[src/rtl/gather_pkg.sv]
package gather_pkg;

  typedef enum logic [1:0] {
    END_DONE  = 2'd0,
    END_INTR  = 2'd1,
    END_FAULT = 2'd2
  } endStatus_e;

  typedef struct packed {
    logic loadStart;
    logic issue;
    logic commit;
    logic recordFault;
  } gatherStrobe_t;

endpackage

[src/rtl/gather_lane_pick.sv]
module gather_lane_pick #(
  parameter int LANES  = 8,
  parameter int LANE_W = $clog2(LANES)
) (
  input  logic [LANES-1:0]  mask,
  output logic              anySet,
  output logic [LANE_W-1:0] lane
);
  logic [LANES-1:0] lowerSeen;
  logic [LANES-1:0] firstHot;

  assign lowerSeen[0] = 1'b0;
  assign firstHot[0]  = mask[0];

  genvar g;
  generate
    for (g = 1; g < LANES; g++) begin : gen_chain
      assign lowerSeen[g] = lowerSeen[g-1] | mask[g-1];
      assign firstHot[g]  = mask[g] & ~lowerSeen[g];
    end
  endgenerate

  assign anySet = |mask;

  always_comb begin
    lane = '0;
    for (int i = 0; i < LANES; i++) begin
      if (firstHot[i]) lane = lane | LANE_W'(i);
    end
  end
endmodule

[src/rtl/gather_datapath.sv]
module gather_datapath
  import gather_pkg::*;
#(
  parameter int LANES      = 8,
  parameter int DATA_W     = 32,
  parameter int ADDR_W     = 32,
  parameter int IDX_W      = 16,
  parameter int ELEM_BYTES = 4,
  parameter int LANE_W     = $clog2(LANES)
) (
  input  logic                    clk,
  input  logic                    rstN,
  input  gatherStrobe_t           strobe,
  input  logic [LANES-1:0]        startMask,
  input  logic [ADDR_W-1:0]       startBase,
  input  logic [LANES*IDX_W-1:0]  startIdx,
  input  logic [LANES*DATA_W-1:0] startData,
  input  logic [DATA_W-1:0]       rspData,
  output logic                    maskZero,
  output logic [ADDR_W-1:0]       reqAddr,
  output logic [LANE_W-1:0]       faultLane,
  output logic [ADDR_W-1:0]       faultAddr,
  output logic [LANES-1:0]        maskOut,
  output logic [LANES*DATA_W-1:0] dataOut
);
  localparam logic [ADDR_W-1:0] ELEM_SZ = ADDR_W'(ELEM_BYTES);

  logic [LANES-1:0]  maskReg;
  logic [ADDR_W-1:0] baseReg;
  logic [IDX_W-1:0]  idxArr  [LANES];
  logic [DATA_W-1:0] dataArr [LANES];
  logic [LANE_W-1:0] curLane;
  logic [LANE_W-1:0] pickLane;
  logic              pickAny;

  gather_lane_pick #(.LANES(LANES), .LANE_W(LANE_W)) pick_i (
    .mask   (maskReg),
    .anySet (pickAny),
    .lane   (pickLane)
  );

  assign maskZero = ~pickAny;
  assign maskOut  = maskReg;

  genvar g;
  generate
    for (g = 0; g < LANES; g++) begin : gen_lane
      always_ff @(posedge clk) begin
        if (!rstN) begin
          idxArr[g]  <= '0;
          dataArr[g] <= '0;
        end else if (strobe.loadStart) begin
          idxArr[g]  <= startIdx[g*IDX_W +: IDX_W];
          dataArr[g] <= startData[g*DATA_W +: DATA_W];
        end else if (strobe.commit && curLane == LANE_W'(g)) begin
          dataArr[g] <= rspData;
        end
      end
      assign dataOut[g*DATA_W +: DATA_W] = dataArr[g];
    end
  endgenerate

  always_ff @(posedge clk) begin
    if (!rstN) begin
      maskReg   <= '0;
      baseReg   <= '0;
      curLane   <= '0;
      reqAddr   <= '0;
      faultLane <= '0;
      faultAddr <= '0;
    end else begin
      if (strobe.loadStart) begin
        maskReg <= startMask;
        baseReg <= startBase;
      end
      if (strobe.issue) begin
        curLane <= pickLane;
        reqAddr <= baseReg + ADDR_W'(idxArr[pickLane]) * ELEM_SZ;
      end
      if (strobe.commit) begin
        maskReg[curLane] <= 1'b0;
      end
      if (strobe.recordFault) begin
        faultLane <= curLane;
        faultAddr <= reqAddr;
      end
    end
  end


  commit_clears_bit_chk: assert property (@(posedge clk) disable iff (!rstN)
    strobe.commit |=> !maskReg[$past(curLane)]);


  mask_only_shrinks_chk: assert property (@(posedge clk) disable iff (!rstN)
    !strobe.loadStart |=> (maskReg & ~$past(maskReg)) == '0);


  fault_keeps_mask_chk: assert property (@(posedge clk) disable iff (!rstN)
    strobe.recordFault |=> maskReg == $past(maskReg));
endmodule

[src/rtl/gather_ctrl.sv]
module gather_ctrl
  import gather_pkg::*;
(
  input  logic          clk,
  input  logic          rstN,
  input  logic          startValid,
  input  logic          irqPending,
  input  logic          memReqReady,
  input  logic          memRspValid,
  input  logic          memRspFault,
  input  logic          maskZero,
  output gatherStrobe_t strobe,
  output logic          memReqValid,
  output logic          busy,
  output logic          doneValid,
  output logic [1:0]    doneStatus
);
  typedef enum logic [1:0] {S_IDLE, S_PICK, S_REQ, S_WAIT} ctrlState_e;

  ctrlState_e state;
  logic       firstElem;
  logic       irqStop;

  assign irqStop     = irqPending && !firstElem;
  assign memReqValid = (state == S_REQ);
  assign busy        = (state != S_IDLE);

  always_comb begin
    strobe             = '0;
    strobe.loadStart   = (state == S_IDLE) && startValid;
    strobe.issue       = (state == S_PICK) && !maskZero && !irqStop;
    strobe.commit      = (state == S_WAIT) && memRspValid && !memRspFault;
    strobe.recordFault = (state == S_WAIT) && memRspValid && memRspFault;
  end

  always_ff @(posedge clk) begin
    if (!rstN) begin
      state      <= S_IDLE;
      firstElem  <= 1'b0;
      doneValid  <= 1'b0;
      doneStatus <= END_DONE;
    end else begin
      doneValid <= 1'b0;
      unique case (state)
        S_IDLE: begin
          if (startValid) begin
            state     <= S_PICK;
            firstElem <= 1'b1;
          end
        end
        S_PICK: begin
          if (maskZero) begin
            state      <= S_IDLE;
            doneValid  <= 1'b1;
            doneStatus <= END_DONE;
          end else if (irqStop) begin
            state      <= S_IDLE;
            doneValid  <= 1'b1;
            doneStatus <= END_INTR;
          end else begin
            state     <= S_REQ;
            firstElem <= 1'b0;
          end
        end
        S_REQ: begin
          if (memReqReady) state <= S_WAIT;
        end
        S_WAIT: begin
          if (memRspValid) begin
            if (memRspFault) begin
              state      <= S_IDLE;
              doneValid  <= 1'b1;
              doneStatus <= END_FAULT;
            end else begin
              state <= S_PICK;
            end
          end
        end
        default: state <= S_IDLE;
      endcase
    end
  end


  one_outstanding_chk: assert property (@(posedge clk) disable iff (!rstN)
    (memReqValid && memReqReady) |=> !memReqValid);


  intr_needs_irq_chk: assert property (@(posedge clk) disable iff (!rstN)
    (doneValid && doneStatus == END_INTR) |-> $past(irqPending));


  done_needs_empty_chk: assert property (@(posedge clk) disable iff (!rstN)
    (doneValid && doneStatus == END_DONE) |-> maskZero);


  start_ignored_chk: assert property (@(posedge clk) disable iff (!rstN)
    (busy && startValid) |-> !strobe.loadStart);
endmodule

[src/rtl/gather_engine.sv]
module gather_engine
  import gather_pkg::*;
#(
  parameter int LANES      = 8,
  parameter int DATA_W     = 32,
  parameter int ADDR_W     = 32,
  parameter int IDX_W      = 16,
  parameter int ELEM_BYTES = 4,
  localparam int LANE_W    = $clog2(LANES)
) (
  input  logic                    clk,
  input  logic                    rstN,
  input  logic                    startValid,
  input  logic [LANES-1:0]        startMask,
  input  logic [ADDR_W-1:0]       startBase,
  input  logic [LANES*IDX_W-1:0]  startIdx,
  input  logic [LANES*DATA_W-1:0] startData,
  input  logic                    irqPending,
  output logic                    memReqValid,
  output logic [ADDR_W-1:0]       memReqAddr,
  input  logic                    memReqReady,
  input  logic                    memRspValid,
  input  logic [DATA_W-1:0]       memRspData,
  input  logic                    memRspFault,
  output logic                    busy,
  output logic                    doneValid,
  output logic [1:0]              doneStatus,
  output logic [LANE_W-1:0]       faultLane,
  output logic [ADDR_W-1:0]       faultAddr,
  output logic [LANES-1:0]        maskOut,
  output logic [LANES*DATA_W-1:0] dataOut
);
  gatherStrobe_t strobe;
  logic          maskZero;

  gather_ctrl ctrl_i (
    .clk         (clk),
    .rstN        (rstN),
    .startValid  (startValid),
    .irqPending  (irqPending),
    .memReqReady (memReqReady),
    .memRspValid (memRspValid),
    .memRspFault (memRspFault),
    .maskZero    (maskZero),
    .strobe      (strobe),
    .memReqValid (memReqValid),
    .busy        (busy),
    .doneValid   (doneValid),
    .doneStatus  (doneStatus)
  );

  gather_datapath #(
    .LANES(LANES), .DATA_W(DATA_W), .ADDR_W(ADDR_W),
    .IDX_W(IDX_W), .ELEM_BYTES(ELEM_BYTES), .LANE_W(LANE_W)
  ) dp_i (
    .clk       (clk),
    .rstN      (rstN),
    .strobe    (strobe),
    .startMask (startMask),
    .startBase (startBase),
    .startIdx  (startIdx),
    .startData (startData),
    .rspData   (memRspData),
    .maskZero  (maskZero),
    .reqAddr   (memReqAddr),
    .faultLane (faultLane),
    .faultAddr (faultAddr),
    .maskOut   (maskOut),
    .dataOut   (dataOut)
  );


  req_hold_chk: assert property (@(posedge clk) disable iff (!rstN)
    (memReqValid && !memReqReady) |=> (memReqValid && $stable(memReqAddr)));
endmodule

[config.mk]
export PLATFORM = sky130hd
export DESIGN_NAME = gather_engine
export DESIGN_NICKNAME = d
export VERILOG_FILES = /design/src/rtl/gather_pkg.sv /design/src/rtl/gather_lane_pick.sv /design/src/rtl/gather_datapath.sv /design/src/rtl/gather_ctrl.sv /design/src/rtl/gather_engine.sv
export SDC_FILE = /design/constraint.sdc
export NUM_CORES = 1
export LEC_CHECK = 0
export ABC_AREA = 1
export BUFFER_PORTS_ARGS = -buffer_cell sky130_fd_sc_hd__buf_2
export CELL_PAD_IN_SITES_DETAIL_PLACEMENT = 1
export CELL_PAD_IN_SITES_GLOBAL_PLACEMENT = 2
export CORE_AREA = 2 2 307 309
export CTS_BUF_LIST = sky130_fd_sc_hd__clkbuf_16
export DETAILED_ROUTE_END_ITERATION = 16
export DIE_AREA = 0 0 309 311
export GPL_ROUTABILITY_DRIVEN = 1
export PLACE_DENSITY = 0.67
export SETUP_SLACK_MARGIN = 0.1
export SLEW_MARGIN = 20
export SYNTH_ARGS = -nofsm -noshare
export SYNTH_HDL_FRONTEND = slang
export SYNTH_SLANG_ARGS = --single-unit
[constraint.sdc]
create_clock -name clk -period 5.7 [get_ports clk]
set_clock_uncertainty 0.2 [all_clocks]
set_input_delay 0 -clock clk [delete_from_list [all_inputs] [get_ports clk]]
set_output_delay 0 -clock clk [all_outputs]
set_load 0.05 [all_outputs]
======== Word-level counts from Yosys, hierarchy flattened ========
Memory sizes are Yosys's and may differ from the RTL's.
Cells that the tools add are included.
cells by class
  mux-type cells .......................... 93
  $add $sub $neg .......................... 1
  equality and inequality tests ........... 17
  order comparisons ....................... 2
  reduce and logical (&&, ||, !) cells .... 28
  bitwise gates (word level) .............. 46
operator list
  operator                                                                number
  32-bit two-way mux                                                      16
  16-bit two-way mux                                                      8
  1-bit two-way mux                                                       46
  32-bit by 18-bit adder with 32-bit output                               1
  1-bit bitwise OR                                                        30
  8-bit two-way mux                                                       3
  2-bit two-way mux                                                       11
  1-bit logical AND                                                       16
  3-bit equality test (second input constant)                             4
  3-bit two-way mux                                                       4
  8-bit AND                                                               1
  2-bit != test (second input constant)                                   4
  8-bit NOT                                                               1
  2-bit one-hot mux with 4 select lines                                   1
  4-bit AND reduction                                                     2
  8-bit OR reduction                                                      1
  1-bit AND                                                               7
  1-bit NOT                                                               7
  3-bit by 2-bit equality test with 1-bit output (second input constant)  2
  2-bit nonzero test                                                      3
  2-bit equality test (second input constant)                             2
  3-bit by 4-bit < comparator with 1-bit output (second input constant)   1
  2-bit by 1-bit != test with 1-bit output (second input constant)        2
  1-bit one-hot mux with 2 select lines                                   2
  other kinds (10)                                                        12
storage, ports and cells
  bits of input ports ..................... 463
  memories ................................ 2
  RAM bits ................................ 384
  register bits ........................... 116
memory list
  memory        depth  bits a word  rd ports  clocked after memory_dff  wr ports  line                   source
  dp_i.dataArr  8      32           8         0                         8         gather_datapath.sv:31  logic [DATA_W-1:0] dataArr [LANES];
  dp_i.idxArr   8      16           1         0                         8         gather_datapath.sv:30  logic [IDX_W-1:0] idxArr [LANES];

======== Depth between registers and ports, before layout ========
Gate-level depths: netlist (run 1).
An unclocked memory read counts as a cell.
  depth in word-level cells ............... 11
  gate-level depth with buffers ........... 24
  gate-level depth less buffers ........... 22

======== By module ========
A second synthesis (run 1) with hierarchy kept.
unflattened totals
  cell total of the unflattened synthesis .. 2372
  area, all modules ....................... 22125.0 um^2
by module, submodules not included
  module            area each (um^2)  instances  cells each
  gather_datapath   21693.3           1          2295
  gather_ctrl       312.8             1          50
  gather_lane_pick  118.9             1          27

======== Least setup slack after synthesis (run 1) ========
Ideal clock, no wire load.
  kind .................................... flip-flop to flip-flop
  from .................................... reg ctrl_i.state[0]
  to ...................................... mem dp_i.dataArr[4][0], in the netlist dp_i.dataArr[1][0] (enable)
  cell stages (with the launch flop) ...... 8
  clock period less this slack ............ 3784 ps
  library setup time ...................... 466 ps
  slack ................................... 1916 ps
  data arrival time ....................... 3119 ps
  path through ............................ dfxtp_1 -> buf_4 -> nand2_4 -> clkinv_2 -> nand3_2 -> nor2_2 -> inv_2 -> o21ai_0
RTL lines
  what                    line                   source
  from (decl)             gather_ctrl.sv:20      ctrlState_e state;
  from (signal assigned)  gather_ctrl.sv:38      state <= S_IDLE;
  from (signal assigned)  gather_ctrl.sv:47      state <= S_PICK;
  from (signal assigned)  gather_ctrl.sv:53      state <= S_IDLE;
  to (decl)               gather_datapath.sv:31

==> impl_metrics.ini, run 1 <==
[setup_path]
crit_fanout = 72
required_ps = 6010
crit_start = ctrl_i.state[0]$_SDFFE_PN0P_
r2r-start = ctrl_i.state[0]$_SDFFE_PN0P_
endpoint_kind = flop
arrival_ps = 4500
r2r_setup_slack_ps = 1510
path_class = reg -> reg
regToRegEndpoint = dp_i.dataArr[1][15]$_SDFFCE_PN0P_
rr_worst_depth = 9
cp-start-kind = flop

[layout]
area_growth_pct = 67.6
multi_input_comb_area_um2 = 7450
postLayoutCoreUtil_pct = 41.9
n_fill_cell = 10864
regArea_um2 = 13900
drive_gt1_share_pct = 23.9
final_nets = 4539

[yosys]
async_flop_share_pct = 0
synth_top_cells_by_count = nand3_1 (423), edfxtp_1 (384), nand2_1 (297)
synth_top_flop_cell = edfxtp_1
synthAdderAreaFrac_pct = 0.949
synth_top_area_share_pct = 49.7
synth_top_family_by_area = simple AND/OR/NAND/NOR gates
synth_area_leaders = edfxtp_1 (50%), dfxtp_1 (10%), nand3_1 (9.1%)
synth-seq-cells = 500
synth.most_common_cell = nand3_1
synth_compound_area_share_pct = 9.45
synth_area_per_cell_um2 = 9.40
syn_nets = 2948
yosysSeqAreaShare_pct = 59.7
synth_edf_count = 384
syn_inst = 2468
ys_warn_count = 0
synth-xor-area-share_pct = 0.378
synth_mux_area_share_pct = 0
yosysUniqueCellTypes = 43
yosys.area.top_type = edfxtp_1
yosys.area_share.simple_pct = 21.0
netlist_area_um2 = 23200

[pwr]
ir_drop_v = 0.000218
p_leak_nw = 18.1
total_power_mw = 12.6
power.density_nw_per_um2 = 324

[die]
die_x_um = 309
num_rows = 112
start_util_pct = 25.0
ios = 799
core_um2 = 92800
dieArea_um2 = 96100
fp.dieH_um = 311

[global_route]
grtUsageTotal_pct = 26.6
grt_pass1_wl_mm = 188
grt_pass1_vias = 27765
grt_max_degree = 92
gr-total-overflow = 0
antenna_found_initial = 52

[timing]
hold_viol = 0
slew_headroom_pct = 23.9
setup_tns_ps = 0
period_needed_ps = 4190
period_share_pct = 73.4
setup_viol = 0
fin_ws_ps = 1510
worst_slew_pin_slew_ps = 1140
maxClockFrequency_mhz = 239
timing.final.max_slew_violations = 0
rsz0062_at_grt = no

[placed_design]
place_ws_ps = 1550
port-buffer-count = 798
gp_congestion = 0.869
dpl.hpwl_mm = 88.0

[clock_network]
insertion_delay_ps = 630
cts_buffers = 59
clk_pin_slew_ps = 70
cts_hold_buf = 873
cts_root_buffer = clkbuf_16
postCtsSetupBuffers = 0
h-tree-depth = 2
clockBufferDepth = 3
cts_resized = 0
cts_sinks = 500
cts_tree = done

[detailed_routing]
detail_route.wl_per_cell_um = 24.7
vias = 25948
drc_errors = 0
vias_per_cell = 4.81
drt_iter0_drc = 2240
dr.pass1.iters = 5
wirelength_mm = 133
antenna_left = 0

[worst_hold_path]
hp-start = memRspData[26]
hold_depth = 3
hold_end = dp_i.dataArr[0][26]$_DFFE_PP_
hold_class = in -> reg

[run]
cap_viol_max_count = 0

[status]
status = finished clean
## per-stage QoR
stage,area (um2),std cells,hold WS (ps)
6_report,38900,5399,20.6
3_3_place_gp,28200,4379,36.6
5_1_grt,38900,5396,17.2
3_5_place_dp,28200,4379,38.9
4_1_cts,38800,5363,0.613
2_1_floorplan,23200,2468,-61.5
## cells by family (layout without fill, tap and decap cells)
group           count (synthesis)  after routing
simple gates                 1062           1062
flops                         500            500
buf+inv                       464           2105
compound gates                415            415
fa+ha+maj                      17             17
xor+xnor                       10             10
other cells                     0             36
## worst max path at each step
stage | to | slack (ps)
after floorplan | dp_i.dataArr[1][0]$_SDFFCE_PN0P_ | 1920
after global placement | dp_i.reqAddr[28]$_SDFFE_PN0P_ | 1610
after detailed placement | dp_i.reqAddr[28]$_SDFFE_PN0P_ | 1550
after CTS | dp_i.dataArr[1][29]$_SDFFCE_PN0P_ | 1440
after global routing | dp_i.reqAddr[28]$_SDFFE_PN0P_ | 1140
final | dp_i.dataArr[1][15]$_SDFFCE_PN0P_ | 1510
## critical path: stages, from the launching register on
cell           delay, ps
dfxtp_1              560
nor2_2                80
inv_2                120
nor2_4                40
inv_2                380
nand2_8              450
inv_2                480
nand2_2              610
o21ai_1              450
dlygate4sd3_1        620
## state kept, by name, indices dropped and copies added, names as in the netlist, named ones only
register,cells
ctrl_i.firstElem,1
dp_i.curLane,3
ctrl_i.doneStatus,2
ctrl_i.doneValid,1
dp_i.maskOut,8
dp_i.reqAddr,32
dp_i.dataArr,256
dp_i.baseReg,32
dp_i.idxArr,128
dp_i.faultAddr,32
ctrl_i.state,1
dp_i.faultLane,3
## layer usage
layer	global-route usage, %	vias up	wire length [um]
li1	-	11697	-
met5	0	-	180
met1	29.0	12660	49000
met3	6.41	417	9430
met2	46.9	1146	65900
met4	15.1	28	8670
## report_power, final
part	internal (mW)	switching [mW]
Sequential	4.46	0.222
Combinational	1.18	2.89
Clock	2.13	1.70
Total	7.77	4.82
## layout make-up
type                    instances  area share, %
clock buffers                  60           3.86
multi-input cells            1504           19.2
flip-flops and latches        500           35.6
well taps                    1254           4.03
repair buffers               1695           33.3
diodes                         36          0.232
clock inverters                51          0.962
inverters                     299           2.89
## placed cells by master (no fill, tap or decap), types with 2 or more instances in the layout
master,netlist,routed
dlygate4sd3_1,0,873
buf_2,79,797
nand3_1,423,421
edfxtp_1,384,384
inv_1,284,299
nand2_1,297,287
nor2_1,232,232
o21ai_0,219,218
dfxtp_1,116,116
o21ai_1,102,102
nand4_1,73,73
a21oi_1,68,68
clkbuf_16,0,60
diode_2,0,36
buf_4,10,23
o21ai_2,16,16
ha_1,16,16
inv_2,14,15
nand2_2,6,14
clkinv_1,0,13
clkinv_2,1,10
nor3_1,8,8
xor2_1,7,7
nor2_2,5,5
bufinv_16,0,5
nor2_4,4,4
nor3_2,4,4
clkinvlp_4,0,4
nand3_2,1,3
xnor2_1,3,3
a211oi_2,3,3
nand2_4,1,2
a2111oi_2,2,2
nor3_4,2,2
o21bai_1,2,2
inv_6,0,2
No activity file was read; power rests on OpenSTA's default activity.
==> run 2, diff against run 1 <==
--- a/config.mk
+++ b/config.mk
@@ -5,16 +5,16 @@
 export SDC_FILE = /design/constraint.sdc
 export NUM_CORES = 1
 export LEC_CHECK = 0
-export ABC_AREA = 1
+export ABC_AREA = 0
 export BUFFER_PORTS_ARGS = -buffer_cell sky130_fd_sc_hd__buf_2
 export CELL_PAD_IN_SITES_DETAIL_PLACEMENT = 1
 export CELL_PAD_IN_SITES_GLOBAL_PLACEMENT = 2
-export CORE_AREA = 2 2 307 309
+export CORE_AREA = 2 2 309 311
 export CTS_BUF_LIST = sky130_fd_sc_hd__clkbuf_16
 export DETAILED_ROUTE_END_ITERATION = 16
-export DIE_AREA = 0 0 309 311
+export DIE_AREA = 0 0 311 313
 export GPL_ROUTABILITY_DRIVEN = 1
-export PLACE_DENSITY = 0.67
+export PLACE_DENSITY = 0.59
 export SETUP_SLACK_MARGIN = 0.1
 export SLEW_MARGIN = 20
 export SYNTH_ARGS = -nofsm -noshare
==> constraint.sdc (replaced) <==
create_clock -name clk -period 4.4 [get_ports clk]
set_clock_uncertainty 0.2 [all_clocks]
set_input_delay 0 -clock clk [delete_from_list [all_inputs] [get_ports clk]]
set_output_delay 0 -clock clk [all_outputs]
set_load 0.05 [all_outputs]
==> run 2 against run 1 <==
Effect of this change:
- the flow now stops in clock tree synthesis
- synthesized cell count shrank 31%
- synthesized area is 7.1% lower
==> impl_metrics.ini, run 2 <==
[clock_network]
clockBufferDepth = 3
postCtsSetupBuffers = 4
h-tree-depth = 2
cts_hold_buf = 766
cts_root_buffer = clkbuf_16
cts_resized = 14
cts_buffers = 58
cts_sinks = 500

[yosys]
syn_nets = 2179
synth_edf_count = 384
synth_area_leaders = edfxtp_1 (53%), a22o_1 (12%), dfxtp_1 (11%)
ys_warn_count = 0
synth_top_cells_by_count = edfxtp_1 (384), a22o_1 (287), and2_1 (150)
synth_top_flop_cell = edfxtp_1
synth-seq-cells = 500
synth_top_area_share_pct = 53.5
synth.most_common_cell = edfxtp_1
netlist_area_um2 = 21600
synth_area_per_cell_um2 = 12.7
yosysUniqueCellTypes = 68
syn_inst = 1699
yosys.area.top_type = edfxtp_1
async_flop_share_pct = 0
yosysSeqAreaShare_pct = 64.3

[die]
start_util_pct = 22.9
die_x_um = 311
fp.dieH_um = 313
num_rows = 113
ios = 799

[status]
status = aborted with a tool error
stop_stage = clock tree synthesis
run.stop_error = [ERROR RSZ-0060] Max buffer count reached.

[placed_design]
dpl.hpwl_mm = 94.1
gp_congestion = 0.903
dpl.cell_count = 3712
port-buffer-count = 798
run 2: cell count changes after synthesis, sizes merged, moves of 166 or more:
cell,change
a22o,+287
inv,-286
nand2,-166
nand3,-407
nor2,-206
o21ai,-306
run 2: logic make-up after synthesis:
family / after synthesis / share of synthesized area (%)
buffers and inverters: 174 / 3.34
adder cells (fa/ha/maj): 17 / 1.02
XOR/XNOR: 9 / 0.366
AO/OA/AOI/OAI: 526 / 19.1
flip-flops: 500 / 64.3
AND/OR/NAND/NOR: 468 / 11.7
multiplexers: 5 / 0.232
run 2: metrics by stage:
stage / worst slack, ps / hold WS, ps / util, % / area, um2
after detailed placement: -448 / 22.9 / 29.2 / 27500
after global placement: -523 / 19.8 / 29.2 / 27500
after floorplan: 140 / -91.4 / - / 21600
==> run 3, diff against run 2 <==
--- a/config.mk
+++ b/config.mk
@@ -7,15 +7,11 @@
 export LEC_CHECK = 0
 export ABC_AREA = 0
 export BUFFER_PORTS_ARGS = -buffer_cell sky130_fd_sc_hd__buf_2
-export CELL_PAD_IN_SITES_DETAIL_PLACEMENT = 1
-export CELL_PAD_IN_SITES_GLOBAL_PLACEMENT = 2
-export CORE_AREA = 2 2 309 311
-export CTS_BUF_LIST = sky130_fd_sc_hd__clkbuf_16
+export CORE_AREA = 2 2 315 317
 export DETAILED_ROUTE_END_ITERATION = 16
-export DIE_AREA = 0 0 311 313
+export DIE_AREA = 0 0 317 319
 export GPL_ROUTABILITY_DRIVEN = 1
-export PLACE_DENSITY = 0.59
-export SETUP_SLACK_MARGIN = 0.1
+export PLACE_DENSITY_LB_ADDON = 0.15
 export SLEW_MARGIN = 20
 export SYNTH_ARGS = -nofsm -noshare
 export SYNTH_HDL_FRONTEND = slang
==> run 3 against run 2 <==
Effect of this change:
- the flow again stops in clock tree synthesis
- synthesized area stayed put
- synthesized cell count stayed put
==> impl_metrics.ini, run 3 <==
[clock_network]
h-tree-depth = 2
cts_resized = 3
postCtsSetupBuffers = 0
clockBufferDepth = 3
cts_root_buffer = clkbuf_16
cts_buffers = 60
cts_hold_buf = 763
cts_sinks = 500

[yosys]
ys_warn_count = 0
synth_edf_count = 384
netlist_area_um2 = 21600
async_flop_share_pct = 0
synth_area_leaders = edfxtp_1 (53%), a22o_1 (12%), dfxtp_1 (11%)
yosysSeqAreaShare_pct = 64.3
synth_top_area_share_pct = 53.5
synth-seq-cells = 500
syn_inst = 1699
synth_top_flop_cell = edfxtp_1
yosys.area.top_type = edfxtp_1
synth.most_common_cell = edfxtp_1
yosysUniqueCellTypes = 68
synth_area_per_cell_um2 = 12.7
synth_top_cells_by_count = edfxtp_1 (384), a22o_1 (287), and2_1 (150)
syn_nets = 2179

[die]
fp.dieH_um = 319
start_util_pct = 22.1
die_x_um = 317
ios = 799
num_rows = 115

[placed_design]
port-buffer-count = 798
dpl.hpwl_mm = 82.1
gp_congestion = 0.874

[status]
status = aborted with a tool error
run.stop_error = [ERROR RSZ-0060] Max buffer count reached.
stop_stage = clock tree synthesis
## run 3: logic make-up after synthesis
family                     count (synthesis)  share of synthesized area, %
AOI/OAI and AO/OA                        526                          19.1
xor gates and xnor gates                   9                         0.366
adders and majority gates                 17                          1.02
buffers and inverters                    174                          3.34
DFF                                      500                          64.3
muxes                                      5                         0.232
and+or+nand+nor                          468                          11.7
## run 3: stage by stage
stage	std cells	area [um2]	setup slack [ps]	hold WS (ps)	TNS, ps
3_3_place_gp	3693	27300	16.4	20.5	0
2_1_floorplan	1699	21600	140	-91.4	0
3_5_place_dp	3693	27300	-113	19.1	-511
